File: config.mk
export PLATFORM = sky130hd
export DESIGN_NAME = rx_ring_writer
export DESIGN_NICKNAME = d
export VERILOG_FILES = /design/src/rtl/rrw_pkg.sv /design/src/rtl/rrw_space.sv /design/src/rtl/rrw_wrap_step.sv /design/src/rtl/rrw_next_page.sv /design/src/rtl/rx_ring_writer.sv
export SDC_FILE = /design/constraint.sdc
export NUM_CORES = 1
export LEC_CHECK = 0
export ABC_AREA = 1
export BUFFER_PORTS_ARGS = -buffer_cell sky130_fd_sc_hd__clkbuf_2
export CELL_PAD_IN_SITES_DETAIL_PLACEMENT = 1
export CELL_PAD_IN_SITES_GLOBAL_PLACEMENT = 1
export CORE_ASPECT_RATIO = 1.1
export CORE_MARGIN = 2
export CORE_UTILIZATION = 37
export CTS_CLUSTER_DIAMETER = 80
export CTS_CLUSTER_SIZE = 25
export DETAILED_ROUTE_END_ITERATION = 12
export PLACE_DENSITY = 0.75
export RECOVER_POWER = 100
export SYNTH_ARGS = -nofsm -noshare
export SYNTH_HDL_FRONTEND = slang
export SYNTH_SLANG_ARGS = --single-unit
export TNS_END_PERCENT = 30
File: constraint.sdc
create_clock -name clk -period 5.1 [get_ports clk]
set_input_delay 0.765 -clock clk [delete_from_list [all_inputs] [get_ports clk]]
set_output_delay 0.765 -clock clk [all_outputs]
set_load 0.005 [all_outputs]
File: src/rtl/rrw_pkg.sv
package rrw_pkg;
   typedef enum logic [2:0] {
      RW_IDLE,
      RW_DATA,
      RW_PAD,
      RW_HDR,
      RW_DROP
   } rw_state_e;

   localparam logic [7:0] RX_STATUS_GOOD = 8'h01;
   localparam int HDR_BYTES  = 4;
   localparam int TAIL_BYTES = 4;
endpackage

File: src/rtl/rrw_space.sv
module rrw_space #(
   parameter int PAGE_W  = 8,
   parameter int OFF_W   = 8,
   parameter int RESERVE = 1518
) (
   input  logic [PAGE_W-1:0] cur,
   input  logic [PAGE_W-1:0] bound,
   input  logic [PAGE_W-1:0] first,
   input  logic [PAGE_W-1:0] limit,
   output logic              full
);
   localparam int SW = PAGE_W + OFF_W + 2;
   localparam logic signed [SW-1:0] RES = SW'(RESERVE);

   logic signed [SW-1:0] idx_b, bnd_b, ring_b, avail;

   assign idx_b  = $signed({2'b00, cur,   {OFF_W{1'b0}}});
   assign bnd_b  = $signed({2'b00, bound, {OFF_W{1'b0}}});
   assign ring_b = $signed({2'b00, limit, {OFF_W{1'b0}}}) -
                   $signed({2'b00, first, {OFF_W{1'b0}}});

   always_comb begin
      if (idx_b < bnd_b) avail = bnd_b - idx_b;
      else               avail = ring_b - (idx_b - bnd_b);
   end

   assign full = (avail < RES);
endmodule

File: src/rtl/rrw_wrap_step.sv
module rrw_wrap_step #(
   parameter int PAGE_W = 8,
   parameter int OFF_W  = 8
) (
   input  logic [PAGE_W+OFF_W-1:0] addr,
   input  logic [PAGE_W-1:0]       first,
   input  logic [PAGE_W-1:0]       limit,
   output logic [PAGE_W+OFF_W-1:0] nxt
);
   localparam int AW = PAGE_W + OFF_W;
   logic [AW-1:0] inc;

   assign inc = addr + AW'(1);
   assign nxt = (inc == {limit, {OFF_W{1'b0}}}) ? {first, {OFF_W{1'b0}}} : inc;
endmodule

File: src/rtl/rrw_next_page.sv
module rrw_next_page
   import rrw_pkg::*;
#(
   parameter int PAGE_W = 8,
   parameter int OFF_W  = 8,
   parameter int LEN_W  = 16
) (
   input  logic [PAGE_W-1:0] cur,
   input  logic [PAGE_W-1:0] first,
   input  logic [PAGE_W-1:0] limit,
   input  logic [LEN_W-1:0]  frame_len,
   output logic [PAGE_W-1:0] np
);
   localparam int RW    = LEN_W + 2;
   localparam int ROUND = HDR_BYTES + TAIL_BYTES + (1 << OFF_W) - 1;

   logic [PAGE_W:0] span, sum, ring;

   assign span = (PAGE_W+1)'((RW'(frame_len) + RW'(ROUND)) >> OFF_W);
   assign sum  = {1'b0, cur} + span;
   assign ring = {1'b0, limit} - {1'b0, first};

   always_comb begin
      if (sum >= {1'b0, limit}) np = PAGE_W'(sum - ring);
      else                      np = sum[PAGE_W-1:0];
   end
endmodule

File: src/rtl/rx_ring_writer.sv
module rx_ring_writer
   import rrw_pkg::*;
#(
   parameter int PAGE_W    = 8,
   parameter int OFF_W     = 8,
   parameter int LEN_W     = 16,
   parameter int MIN_FRAME = 60,
   parameter int RESERVE   = 1518,
   parameter int CUR_RST   = 0
) (
   input  logic                    clk,
   input  logic                    rst_n,
   input  logic                    rx_halt,
   input  logic [PAGE_W-1:0]       first_page,
   input  logic [PAGE_W-1:0]       limit_page,
   input  logic [PAGE_W-1:0]       bound_page,
   input  logic                    cur_load,
   input  logic [PAGE_W-1:0]       cur_load_page,
   input  logic                    s_valid,
   input  logic [7:0]              s_data,
   input  logic                    s_last,
   output logic                    s_ready,
   output logic                    wr_en,
   output logic [PAGE_W+OFF_W-1:0] wr_addr,
   output logic [7:0]              wr_data,
   output logic [PAGE_W-1:0]       cur_page,
   output logic                    rx_done
);
   localparam int AW = PAGE_W + OFF_W;

   generate
      if (LEN_W < 12 || LEN_W > 16)
         $error("LEN_W must lie in 12..16");
      if (OFF_W < 3)
         $error("OFF_W must leave room for the descriptor");
      if (RESERVE > (1 << AW))
         $error("RESERVE exceeds the address space");
      if (MIN_FRAME < 0 || MIN_FRAME >= (1 << LEN_W))
         $error("MIN_FRAME out of range");
   endgenerate

   rw_state_e         st;
   logic [AW-1:0]     wptr, wptr_nx;
   logic [LEN_W-1:0]  cnt, cnt_inc;
   logic [1:0]        hidx;
   logic [PAGE_W-1:0] cur_q, np;
   logic              done_q, full, pad_need;
   logic [15:0]       hlen;

   rrw_space #(.PAGE_W(PAGE_W), .OFF_W(OFF_W), .RESERVE(RESERVE)) u_space (
      .cur(cur_q), .bound(bound_page), .first(first_page), .limit(limit_page),
      .full(full)
   );

   rrw_wrap_step #(.PAGE_W(PAGE_W), .OFF_W(OFF_W)) u_step (
      .addr(wptr), .first(first_page), .limit(limit_page), .nxt(wptr_nx)
   );

   rrw_next_page #(.PAGE_W(PAGE_W), .OFF_W(OFF_W), .LEN_W(LEN_W)) u_np (
      .cur(cur_q), .first(first_page), .limit(limit_page), .frame_len(cnt),
      .np(np)
   );

   assign cnt_inc = cnt + LEN_W'(1);
   assign hlen    = 16'(cnt) + 16'(HDR_BYTES);

   generate
      if (MIN_FRAME > 1) begin : g_pad
         assign pad_need = (cnt_inc < LEN_W'(MIN_FRAME));
      end else begin : g_nopad
         assign pad_need = 1'b0;
      end
   endgenerate

   assign s_ready  = (st == RW_DATA) || (st == RW_DROP);
   assign cur_page = cur_q;
   assign rx_done  = done_q;

   always_comb begin
      wr_en   = 1'b0;
      wr_addr = wptr;
      wr_data = 8'h00;
      unique case (st)
         RW_DATA: begin
            wr_en   = s_valid;
            wr_data = s_data;
         end
         RW_PAD: begin
            wr_en   = 1'b1;
         end
         RW_HDR: begin
            wr_en   = 1'b1;
            wr_addr = {cur_q, OFF_W'(hidx)};
            unique case (hidx)
               2'd0:    wr_data = RX_STATUS_GOOD;
               2'd1:    wr_data = 8'(np);
               2'd2:    wr_data = hlen[7:0];
               default: wr_data = hlen[15:8];
            endcase
         end
         default: ;
      endcase
   end

   always_ff @(posedge clk) begin
      if (!rst_n) begin
         st     <= RW_IDLE;
         cur_q  <= PAGE_W'(CUR_RST);
         wptr   <= '0;
         cnt    <= '0;
         hidx   <= '0;
         done_q <= 1'b0;
      end else begin
         done_q <= 1'b0;
         unique case (st)
            RW_IDLE: begin
               if (cur_load) begin
                  cur_q <= cur_load_page;
               end else if (s_valid) begin
                  if (rx_halt || full) begin
                     st <= RW_DROP;
                  end else begin
                     st   <= RW_DATA;
                     wptr <= {cur_q, OFF_W'(HDR_BYTES)};
                     cnt  <= '0;
                  end
               end
            end
            RW_DATA: begin
               if (s_valid) begin
                  cnt  <= cnt_inc;
                  wptr <= wptr_nx;
                  if (s_last) begin
                     st   <= pad_need ? RW_PAD : RW_HDR;
                     hidx <= '0;
                  end
               end
            end
            RW_PAD: begin
               cnt  <= cnt_inc;
               wptr <= wptr_nx;
               if (!pad_need) st <= RW_HDR;
            end
            RW_HDR: begin
               hidx <= hidx + 2'd1;
               if (hidx == 2'd3) begin
                  cur_q  <= np;
                  done_q <= 1'b1;
                  st     <= RW_IDLE;
               end
            end
            RW_DROP: begin
               if (s_valid && s_last) st <= RW_IDLE;
            end
            default: st <= RW_IDLE;
         endcase
      end
   end
endmodule

==> results of run 1 <==
## critical path, delay by kind of cell, from the launching register on
kind,cells,cell delay (ns)
DFF,1,0.36
adders and majority gates,3,1.03
AOI/OAI and AO/OA,4,0.59
and+or+nand+nor,11,0.96
xor gates and xnor gates,3,0.59
buffers and inverters,7,0.79
## cells in the mapped netlist (4+ instances only)
master      n  area [sq um]
nand2_1   332          1250
inv_1     163           612
nor2_1    125           469
a21oi_1    85           425
ha_1       66           826
nand3_1    58           290
o21ai_0    48           240
dfxtp_1    46           921
xor2_1     46           403
nand4_1    40           250
clkbuf_1   18          67.6
fa_1       12           240
xnor2_1    11          96.3
buf_2       7          35.0
nor3_1      7          35.0
a21o_1      6          45.0
nand3b_1    6          45.0
o21ai_1     6          30.0
nor2_2      4          25.0
## layout make-up
class | instances | area, sq um
multi-input cells | 874 | 5270
repair buffers | 162 | 1030
inverters | 165 | 627
fillers | 2435 | 9250
well taps | 238 | 298
clock inverters | 1 | 7.51
flip-flops and latches | 46 | 938
clock buffers | 6 | 129
## worst max-delay path by stage
stage                      end                 from  cells after the start  slack, ns
floorplan           wr_data[7]  cnt[5]$_SDFFE_PN0P_                     24       0.20
global placement    wr_data[7]  cnt[3]$_SDFFE_PN0P_                     25      -0.13
detailed placement  wr_data[7]  cnt[2]$_SDFFE_PN0P_                     26      -0.31
CTS                 wr_data[7]  cnt[2]$_SDFFE_PN0P_                     28      -0.23
global route        wr_data[7]  cnt[6]$_SDFFE_PN0P_                     26      -0.52
finish              wr_data[7]  cnt[2]$_SDFFE_PN0P_                     28      -0.28
## cells by family after synthesis
group,share of synthesized area
AOI/OAI and AO/OA,0.125
adders and majority gates,0.162
buffers and inverters,0.118
DFF,0.140
and+or+nand+nor,0.375
xor gates and xnor gates,0.0794
## sequential cells by signal (all words and copies together) (netlist names)
signal and count:
cnt 16, wptr 16, cur_page 8, hidx 2, rx_done 1, st 3
## metal layers
| layer | track usage | vias to the layer above |
|---|---|---|
| met2 | 0.496 | 207 |
| met1 | 0.329 | 3702 |
| met4 | 0.102 | 0 |
| met3 | 0.0171 | 63 |
| met5 | 0 | - |
| li1 | - | 3814 |
## power by group
part	switching, mW	internal [mW]	total (mW)
clock	0.151	0.180	0.331
sequential	0.0851	0.436	0.521
combinational	1.46	0.834	2.30
total	1.70	1.45	3.15
## repair_timing
action,4_1_cts,5_1_grt
hold buffers,0,0
pin swaps,31,34
setup endpoints to repair,8,8
resized for setup,70,46
buffers inserted,11,9
## per-stage QoR
stage          total power, mW  utilization  TNS (ns)  hold WS [ns]
2_1_floorplan             1.92            -         0         0.465
3_3_place_gp              2.56        0.432    -0.150         0.488
4_1_cts                   3.05        0.459    -0.322         0.512
3_5_place_dp              2.63        0.432    -0.562         0.503
5_1_grt                   3.43        0.473     -2.11         0.541
6_report                  3.15        0.473    -0.538         0.518
==> results.toml, run 1 <==
[status]
outcome = "finished, violations left"
violations = "negative setup slack"

[min_path]
hold_path.class = "reg -> reg"
min_from = "wptr[1]$_SDFFE_PN0P_"
min_to = "wptr[1]$_SDFFE_PN0P_"
whs_path_depth = 2

[critical_path]
timing.rr.start = "cur_page[2]$_SDFFE_PN0P_"
cp_max_fo = 3
crit_top_cell = "nand2_2"
setup.worst_path.start_class = "register"
cpPeakStageDelay_ns = 0.49
cpMaxStageDelayCell = "fa_1"
worstSetupEndpointType = "output port"
r2r_slack_ns = 0.71
critPathKind = "reg -> out"
required_ns = 4.34
r2r-end = "cnt[4]$_SDFFE_PN0P_"
critical_path_arrival_ns = 4.61
r2r_cells = 22

[placed_design]
routabilityCongestion = 0.922
portBuffers = 80
place_hpwl_um = 20400
dp_cells = 1465
place_area_sq_mm = 0.00759
dp_slack_ns = -0.315

[power]
p_leak_nw = 4.18
irDropWorstVdd_mv = 0.258
powerDensity_mw_per_mm2 = 380

[sta]
fin_ws_ns = -0.277
fmax_ghz = 0.186
finalMaxSlewViolations = 0
min_period_ns = 5.38
relSlewSlack = 0.221
hold_viol_final = 0
rsz0062_at_grt = "true"
fin_skew_ns = 0.00518
min_period_over_period = 1.05
worstMarginPinSlew_ns = 1.17
setup_violations = 7

[floorplanning]
fp.dieW_um = 131
die_y_um = 144
start_util = 0.374
ioPinCount = 81
rows = 51
die_area_sq_mm = 0.0188
coreArea_sq_mm = 0.0175

[yosys]
synth.distinct_cells = 38
ys.flop_type = "dfxtp_1"
async_reset_ff_frac = 0
yosys_register_bits = 46
synth_nets = 1240
avgSynthCellArea_sq_um = 5.89
synth_cells = 1116
synth_area_sq_mm = 0.00657
synth-edff-count = 0
ys_warn_count = 0
seq_area_frac_synth = 0.140

[global_route]
antenna_found_initial = 0
grt_pass1_vias = 7761
overflow = 0
grt_pass1_wl_um = 39800
grt_use_total = 0.271
grt_max_degree = 43

[clock_tree]
cts-htree-levels = 2
clkSinkCount = 46
clock_latency_ns = 0.29
cts_tree = "yes"
cts_buffer_depth = 2
clockRootBuffer = "clkbuf_16"
clk_pin_slew_ns = 0.07
cts_buffers = 5

[drt]
top_layer_used = "met4"
post-route-drc-count = 0
wl_met3_um = 1040
vias_per_cell = 5.22
dr_total_vias = 7786
postRouteAntennaNets = 0
drt_wl_total_um = 26500
wirelength_met1_um = 11000
wire_per_inst_um = 17.8
drt_iter0_markers = 429
met2_length_um = 13300
dr.pass1.iters = 5

[cells_and_area]
layout_commonest_cell = "nand2_1"
diodes = 0
nNetsFinal = 1378
fin_area_sq_mm = 0.00830
final_cells = 1492
drive_above_1_share = 0.201
syn_to_final_growth_pct = 26.3
mostFrequentLayoutCells = "nand2_1 (320), inv_1 (155), nor2_1 (120)"

[run]
maxCapViolations = 0
No activity file was read; power rests on OpenSTA's default activity.
==> inputs of run 2 (changes only) <==
--- a/config.mk
+++ b/config.mk
@@ -11,11 +11,11 @@
 export CELL_PAD_IN_SITES_GLOBAL_PLACEMENT = 1
 export CORE_ASPECT_RATIO = 1.1
 export CORE_MARGIN = 2
-export CORE_UTILIZATION = 37
+export CORE_UTILIZATION = 44
 export CTS_CLUSTER_DIAMETER = 80
 export CTS_CLUSTER_SIZE = 25
 export DETAILED_ROUTE_END_ITERATION = 12
-export PLACE_DENSITY = 0.75
+export PLACE_DENSITY = 0.84
 export RECOVER_POWER = 100
 export SYNTH_ARGS = -nofsm -noshare
 export SYNTH_HDL_FRONTEND = slang
==> constraint.sdc (replaced) <==
create_clock -name clk -period 6.2 [get_ports clk]
set_input_delay 0.93 -clock clk [delete_from_list [all_inputs] [get_ports clk]]
set_output_delay 0.93 -clock clk [all_outputs]
set_load 0.005 [all_outputs]
==> results.toml, run 2 (same netlist as run 1, synthesis figures left out) <==
[placed_design]
dp_cells = 1363
place_hpwl_um = 18300
portBuffers = 80
routabilityCongestion = 0.965

[sta]
finalMaxSlewViolations = 0
fin_worst_hold_slack_ns = 0.507
fmax_ghz = 0.173
fin_skew_ns = 0.00737
setup_violations = 0
hold_viol_final = 0
relSlewSlack = 0.281
min_period_ns = 5.77
worstMarginPinSlew_ns = 1.08
min_period_over_period = 0.931

[clock_tree]
clockRootBuffer = "clkbuf_16"
cts_tree = "yes"
clock_latency_ns = 0.30
clk_pin_slew_ns = 0.07
cts_buffers = 5
holdBufCountCts = 0
cts-htree-levels = 2
cts_setup_buffers = 0
clkSinkCount = 46
cts_buffer_depth = 2

[power]
sw_frac_of_total = 0.529
powerDensity_mw_per_mm2 = 327
p_total_mw = 2.39
p_int_mw = 1.12
combinationalPowerShare = 0.662
share_clk_of_total_power = 0.156
p_leak_nw = 3.76
p_switching_mw = 1.26
irDropWorstVdd_mv = 0.264
seqPwrFrac = 0.182

[floorplanning]
coreArea_sq_mm = 0.0145
ioPinCount = 81
rows = 46
fp.dieW_um = 121
die_area_sq_mm = 0.0159
die_y_um = 132
start_util = 0.453

[cells_and_area]
syn_to_final_growth_pct = 11.0
multi_input_area_sq_mm = 0.00489
register_area_sq_um = 928
final_cells = 1371
mostFrequentLayoutCells = "nand2_1 (333), inv_1 (162), nor2_1 (123)"
layout_commonest_cell = "nand2_1"
nFillCells = 2154
diodes = 0
drive_above_1_share = 0.0916
nNetsFinal = 1302

[global_route]
busiest_layer = "met2"
met2_usage = 0.518
grt_use_total = 0.286
grt_max_degree = 44
grt_pass1_vias = 7541
antenna_found_initial = 0
grt_pass1_wl_um = 36900
use_met1 = 0.341
grt_use_met3 = 0.0277
overflow = 0

[critical_path]
critPathKind = "reg -> out"
required_ns = 5.27
cpPeakStageDelay_ns = 0.49
worstSetupEndpointType = "output port"
critical_path_arrival_ns = 4.84
cpMaxStageDelayCell = "fa_1"
setup.worst_path.start_class = "register"
cp_max_fo = 6
crit_top_cell = "nand2_1"

[run]
maxCapViolations = 0

[drt]
drt_wl_total_um = 22600
wire_per_inst_um = 16.5
dr.pass1.iters = 4
postRouteAntennaNets = 0
vias_per_cell = 5.39
drt_iter0_markers = 317
dr_total_vias = 7385
post-route-drc-count = 0

[status]
outcome = "completed"

[min_path]
hold_path.class = "reg -> reg"
[run 2: stage by stage]
| step | util | TNS (ns) | area [sq um] | worst slack (ns) |
|---|---|---|---|---|
| after detailed placement | 0.490 | 0 | 7110 | 0.309 |
| after global placement | 0.490 | 0 | 7110 | 0.415 |
| after floorplan | - | 0 | 6570 | 1.14 |
| after CTS | 0.504 | 0 | 7310 | 0.0769 |
| after global routing | 0.503 | -0.0205 | 7300 | -0.0205 |
| final | 0.503 | 0 | 7300 | 0.426 |
[run 2: worst paths after layout]
path | start | end | slack (ns) | depth (start not counted)
setup / recovery | cnt[0]$_SDFFE_PN0P_ | wr_data[7] | 0.43 | 28
hold / removal | cnt[1]$_SDFFE_PN0P_ | cnt[1]$_SDFFE_PN0P_ | 0.51 | 2
setup reg to reg | cur_page[0]$_SDFFE_PN0P_ | wptr[13]$_SDFFE_PN0P_ | 0.92 | 25
hold reg to reg | cnt[1]$_SDFFE_PN0P_ | cnt[1]$_SDFFE_PN0P_ | 0.51 | 2
[run 2: layout make-up]
type                    instances  area share
repair buffers                 86      0.0573
inverters                     165      0.0849
multi-input cells             874       0.670
clock buffers                   6      0.0190
flip-flops and latches         46       0.127
clock inverters                 2     0.00823
well taps                     192      0.0329
[run 2: what timing repair did]
| item | CTS | global route |
|---|---|---|
| pin swaps | 0 | 3 |
| hold endpoints to repair | 0 | 0 |
| resized for setup | 1 | 14 |
| endpoints found under the setup margin | 1 | 8 |
[run 2: power by group through the flow]
stage,Clock [mW],Sequential [mW],Combinational [mW]
after CTS,0.377,0.434,1.60
after global routing,0.388,0.445,1.79
after global placement,0,0.438,1.55
after detailed placement,0,0.439,1.59
final,0.371,0.435,1.58
after floorplan,0,0.421,1.16
[run 2: worst max-delay path, delay by kind of cell, from the launching register on]
kind                       cells  cell delay (ns)
xor gates and xnor gates       3             0.60
AOI/OAI and AO/OA              5             0.79
buffers and inverters          6             0.49
adders and majority gates      4             1.27
DFF                            1             0.38
and+or+nand+nor               10             1.04
[run 2: metal layers]
metal  vias up  part of all wire
met5         -                 0
met4         0             0.040
met3        50             0.027
met2       135              0.50
met1      3509              0.43
li1       3691                 -
